File: src/rtl/gpio_window_bank.sv
module gpio_window_bank #(
  parameter logic [7:0] CTRL_ADDR = 8'h10
) (
  input  logic        clk,
  input  logic        rst_n,
  input  logic        cfg_wr,
  input  logic [7:0]  cfg_addr,
  input  logic [7:0]  cfg_wdata,
  output logic [7:0]  cfg_rdata,
  input  logic        io_wr,
  input  logic        io_rd,
  input  logic [7:0]  io_addr,
  input  logic [7:0]  io_wdata,
  output logic [7:0]  io_rdata,
  input  logic [21:0] pin_i,
  input  logic [21:0] alt_i,
  output logic [21:0] pin_o,
  output logic [21:0] pin_oe
);
  localparam int NA = 8;
  localparam int NB = 6;
  localparam int NC = 8;
  localparam int NP = NA + NB + NC;
  localparam int BB = NA;
  localparam int BC = NA + NB;

  logic          ctrl_en;
  logic [1:0]    ctrl_sel;
  logic [7:0]    idx;
  logic [NP-1:0] latch, dir_in, inv, alt, sync1, sync2, view;
  logic [7:0]    idx_port, dat_port;
  logic          hit_idx, hit_dat;
  logic [5:0]    slot;

  function automatic logic [5:0] cfg_slot(input logic [7:0] a);
    if (a >= 8'hE0 && a <= 8'hED) return {1'b1, 5'(a - 8'hE0)};
    if (a >= 8'hF5 && a <= 8'hFC) return {1'b1, 5'(a - 8'hF5 + 8'(BC))};
    return 6'd0;
  endfunction

  always_comb begin
    case (ctrl_sel)
      2'd0:    idx_port = 8'hE0;
      2'd1:    idx_port = 8'hE2;
      2'd2:    idx_port = 8'hE4;
      default: idx_port = 8'hEA;
    endcase
  end

  assign dat_port = idx_port + 8'd1;
  assign hit_idx  = ctrl_en && io_addr == idx_port;
  assign hit_dat  = ctrl_en && io_addr == dat_port;
  assign slot     = cfg_slot(cfg_addr);

  always_ff @(posedge clk) begin
    if (!rst_n) begin
      ctrl_en  <= 1'b0;
      ctrl_sel <= 2'd0;
      idx      <= 8'd0;
      latch    <= '0;
      dir_in   <= '1;
      inv      <= '0;
      alt      <= '0;
      sync1    <= '0;
      sync2    <= '0;
    end else begin
      sync1 <= pin_i;
      sync2 <= sync1;
      if (cfg_wr) begin
        if (cfg_addr == CTRL_ADDR) begin
          ctrl_en  <= cfg_wdata[7];
          ctrl_sel <= cfg_wdata[1:0];
        end else if (slot[5]) begin
          dir_in[slot[4:0]] <= cfg_wdata[0];
          inv[slot[4:0]]    <= cfg_wdata[1];
          alt[slot[4:0]]    <= cfg_wdata[3];
        end
      end
      if (io_wr && hit_idx) idx <= io_wdata;
      if (io_wr && hit_dat) begin
        case (idx)
          8'd1:    latch[BB-1:0]  <= io_wdata;
          8'd2:    latch[BC-1:BB] <= io_wdata[NB-1:0];
          8'd3:    latch[NP-1:BC] <= io_wdata;
          default: ;
        endcase
      end
    end
  end

  assign view = (dir_in & (sync2 ^ inv)) | (~dir_in & latch);

  always_comb begin
    io_rdata = 8'd0;
    if (io_rd && hit_idx) io_rdata = idx;
    else if (io_rd && hit_dat) begin
      case (idx)
        8'd1:    io_rdata = view[BB-1:0];
        8'd2:    io_rdata = {2'b00, view[BC-1:BB]};
        8'd3:    io_rdata = view[NP-1:BC];
        default: io_rdata = 8'd0;
      endcase
    end
  end

  always_comb begin
    cfg_rdata = 8'd0;
    if (cfg_addr == CTRL_ADDR) cfg_rdata = {ctrl_en, 5'd0, ctrl_sel};
    else if (slot[5])
      cfg_rdata = {4'd0, alt[slot[4:0]], 1'b0, inv[slot[4:0]], dir_in[slot[4:0]]};
  end

  assign pin_oe = ~dir_in;
  assign pin_o  = (alt & alt_i) | (~alt & (latch ^ inv));
endmodule

File: config.mk
export PLATFORM = sky130hd
export DESIGN_NAME = gpio_window_bank
export DESIGN_NICKNAME = d
export VERILOG_FILES = /design/src/rtl/gpio_window_bank.sv
export SDC_FILE = /design/constraint.sdc
export NUM_CORES = 1
export LEC_CHECK = 0
export ABC_AREA = 1
export ABC_CLOCK_PERIOD_IN_PS = 2500
export BUFFER_PORTS_ARGS = -buffer_cell sky130_fd_sc_hd__buf_2
export CORE_AREA = 2 2 136 112
export DETAILED_ROUTE_END_ITERATION = 10
export DIE_AREA = 0 0 138 114
export PLACE_DENSITY = 0.75
export SYNTH_ARGS = -nofsm -noshare
export SYNTH_HDL_FRONTEND = slang
export SYNTH_SLANG_ARGS = --single-unit
export TNS_END_PERCENT = 50
File: constraint.sdc
create_clock -name clk -period 2.5 [get_ports clk]
set_clock_uncertainty 0.15 [all_clocks]
set_input_delay 0.5 -clock clk [delete_from_list [all_inputs] [get_ports clk]]
set_output_delay 0.5 -clock clk [all_outputs]
set_load 0.05 [all_outputs]
==> metrics.md <==
| Metric | Value |
|---|---|
| Worst Hold Launch | `pin_i[5]` |
| Highest cell delay on the worst timing path | `0.19 ns` |
| Average cell area after synthesis | `6.77 sq um` |
| First drt pass iteration count | `6` |
| Post-synth top area share | `0.406` |
| Failing checks | `setup timing` |
| Sequential-to-total area share from yosys stat | `0.406` |
| Reg clk slew, reported paths | `0.06 ns` |
| Final period util | `1.18` |
| RSZ-0062 raised after global routing | `yes` |
| CTS tree | `done` |
| Max_slew headroom | `0.620` |
| Reg2Reg Depth | `11` |
| Top cells by count, synth | `268 x nand2_1, 143 x dfxtp_1, 143 x inv_1` |
| Total die area | `15700 sq um` |
| Final Power | `5.21 mW` |
| Hold path depth | `3` |
| Crit Path Category | `in -> out` |
| VDD IR max | `0.520 mV` |
| Critical path startpoint category | `input port` |
| Congestion Overflow GR | `0` |
| Vias per cell | `5.28` |
| Cell area after layout | `9820 sq um` |
| Diode count | `0` |
| Most common cell in the synthesized netlist | `nand2_1` |
| CTS Hold Bufs | `0` |
| DRC | `0` |
| R2r setup slk | `0.38 ns` |
| Vias in the first global route | `6816` |
| Die Width | `138 um` |
| Worst setup EP type | `output port` |
| Post-Layout Cell Count | `1453` |
| Hold Crit Class | `in -> reg` |
| Core box area | `14500 sq um` |
| Clock tree buffer depth | `2` |
| CP Data Arrival Time | `2.31 ns` |
| Fmax | `338 MHz` |
| Cells after Synth | `1041` |
| Post-synth EDFFs | `0` |
| CP Cell Sequence | `buf_8, buf_4, ha_2, a21oi_2, xor2_1, nor2_1, inv_2, nand2_2, nor2_4, nand2_1, nand2_1, nor2_2, nand3_2, nand2_4, buf_8` |
| Net count of the finished layout | `1336` |
| Final Max Slew Viols | `0` |
| CTS Buf Count | `17` |
| Initial core utilization | `0.486` |
| Final Hold Violating Endpoints | `0` |
| I/O pin cnt | `141` |
| Async set or reset register ratio after synthesis | `0` |
| Setup-failing EPs final | `11` |
| CTS HTree Levels | `4` |
| Worst-Skew Late Latency | `0.43 ns` |
| Critical-path top delay cell | `a21oi_2` |
| Status | `finished with violations` |
| Worst reg2reg path endpoint | `latch[0]` |
| Share of layout cells above drive strength 1 | `0.295` |
| Layout fillers | `1185` |
| Min Tclk post-route | `2.96 ns` |
| Wire per inst | `16.3 um` |
| Final HPWL DP | `16600 um` |
| Site Rows | `40` |
| Detailed Route WL | `23700 um` |
| Clock tree root driver cell | `clkbuf_16` |
| Netlist cell types | `36` |
| DRT iter0 DRCs | `918` |
| Clock Sinks | `143` |
| #FFs+latches synth | `143` |
| Post-synth top flop | `dfxtp_1` |
| Post-route worst setup slack | `-0.462 ns` |
| Placed Instance Area | `8490 sq um` |
| Worst Hold End | `sync1[5]` |
| Syn. warnings | `0` |
| Yosys top cell by area | `dfxtp_1` |
| Via count | `7665` |
| Cell area after synthesis | `7050 sq um` |
| CP max FO | `4` |
| Initial antenna violation count | `0` |
| Die Height | `114 um` |
| Largest net degree at the start of global routing | `143` |
| Max-cap check violation count | `0` |
| PwrDens | `531 nW/um^2` |
| Top post-synthesis cells by area | `dfxtp_1 41%, nand2_1 14%, o21ai_0 9.7%` |
| Leakage | `4.86 nW` |
| Critical Path RT | `1.85 ns` |
| Post-DRT Antenna Nets | `0` |
| WP buf/inv | `4` |
| Reg2reg start | `ctrl_sel[0]` |
| First-pass GRT wire length | `35800 um` |
| Placed cells | `1404` |
| GRT Overall Usage | `0.292` |
| Syn-to-layout area delta | `39.3%` |
| Placer congestion estimate | `0.920` |
| IO Port Bufs | `132` |
| Place WS | `-0.651 ns` |
| Crit path max-delay family | `simple AND/OR/NAND/NOR gates` |
| Least-Margin Pin Slew | `0.563 ns` |
registers in the layout, indices dropped and copies added, names as in the netlist:
name / cells
ctrl_en: 1
latch: 22
ctrl_sel: 2
dir_in: 22
sync1: 22
sync2: 22
alt: 22
idx: 8
inv: 22
how the worst max path moves through the flow:
stage / depth (start not counted) / slack (ns) / endpoint / startpoint
finish: 15 / -0.46 / cfg_rdata[0] / cfg_addr[1]
global route: 15 / -0.60 / cfg_rdata[3] / cfg_addr[1]
CTS: 19 / -0.40 / cfg_rdata[0] / cfg_addr[0]
detailed placement: 21 / -0.65 / cfg_rdata[3] / cfg_addr[1]
global placement: 21 / -0.56 / cfg_rdata[3] / cfg_addr[1]
floorplan: 16 / -0.19 / cfg_rdata[3] / cfg_addr[2]
placed cells by master, fill, tap and decap left out, types with 5 or more instances in the layout:
master / instances
a21oi_1: 74
a21oi_2: 8
buf_12: 8
buf_2: 117
buf_4: 74
buf_6: 16
buf_8: 5
clkbuf_16: 18
dfxtp_1: 138
dfxtp_2: 5
inv_1: 128
inv_2: 12
nand2_1: 238
nand2_2: 25
nand2_4: 9
nand3_1: 24
nand3_4: 7
nor2_1: 84
nor2_2: 7
nor2_4: 8
o211ai_1: 30
o21ai_0: 121
o21ai_1: 10
o21ai_2: 9
xnor2_1: 24
xor2_1: 6
what timing repair did:
item | 4_1_cts | 5_1_grt
gates resized for setup | 85 | 77
endpoints found under the setup margin | 11 | 12
gates cloned | 2 | 2
pin swaps | 33 | 26
buffers inserted | 6 | 9
per-layer routing:
| layer | part of all wire | vias up | global-route usage |
|---|---|---|---|
| met5 | 0 | - | 0 |
| met4 | 0.037 | 0 | 0.131 |
| met3 | 0.11 | 74 | 0.0730 |
| met2 | 0.44 | 454 | 0.442 |
| met1 | 0.42 | 3370 | 0.398 |
| li1 | - | 3767 | - |
worst reg2reg max path, cell delays in order, from the launching register on:
cell      delay (ns)
dfxtp_2         0.33
inv_2           0.05
o21ai_2         0.12
nand2_1         0.07
a211oi_2        0.21
buf_4           0.19
buf_4           0.14
nand3_1         0.22
nor2_2          0.18
buf_4           0.16
o21ai_0         0.09
nor2_1          0.14
stage by stage:
stage	TNS, ns	util	hold slack, ns
after floorplan	-1.41	-	0.236
after global placement	-8.21	0.585	0.243
after detailed placement	-10.63	0.585	0.245
after CTS	-3.62	0.652	0.0904
after global routing	-5.17	0.676	0.105
final	-4.13	0.676	0.102
logic make-up after synthesis:
logic type	Yosys count	synth area share
flops	143	0.406
compound gates	260	0.199
simple gates	422	0.251
xor+xnor	30	0.0373
buf+inv	182	0.101
other cells	1	0.000532
fa+ha+maj	3	0.00533
report_power, final:
part / internal (mW) / leakage (nW) / total (mW) / switching, mW
Sequential: 2.32 / 1.16 / 2.33 / 0.0181
Clock: 1.44 / 0.276 / 2.40 / 0.963
Combinational: 0.187 / 3.42 / 0.473 / 0.286
cell type report:
cell class	instances	area (sq um)	area share
clock buffer	22	474	0.0483
clock inverter	9	83.8	0.00854
timing repair buffer	223	1640	0.167
tap	189	236	0.0241
inverter	147	581	0.0591
multi-input combinational	720	3940	0.401
sequential	143	2870	0.292
Note: power is estimated with default switching activity, not from simulation.
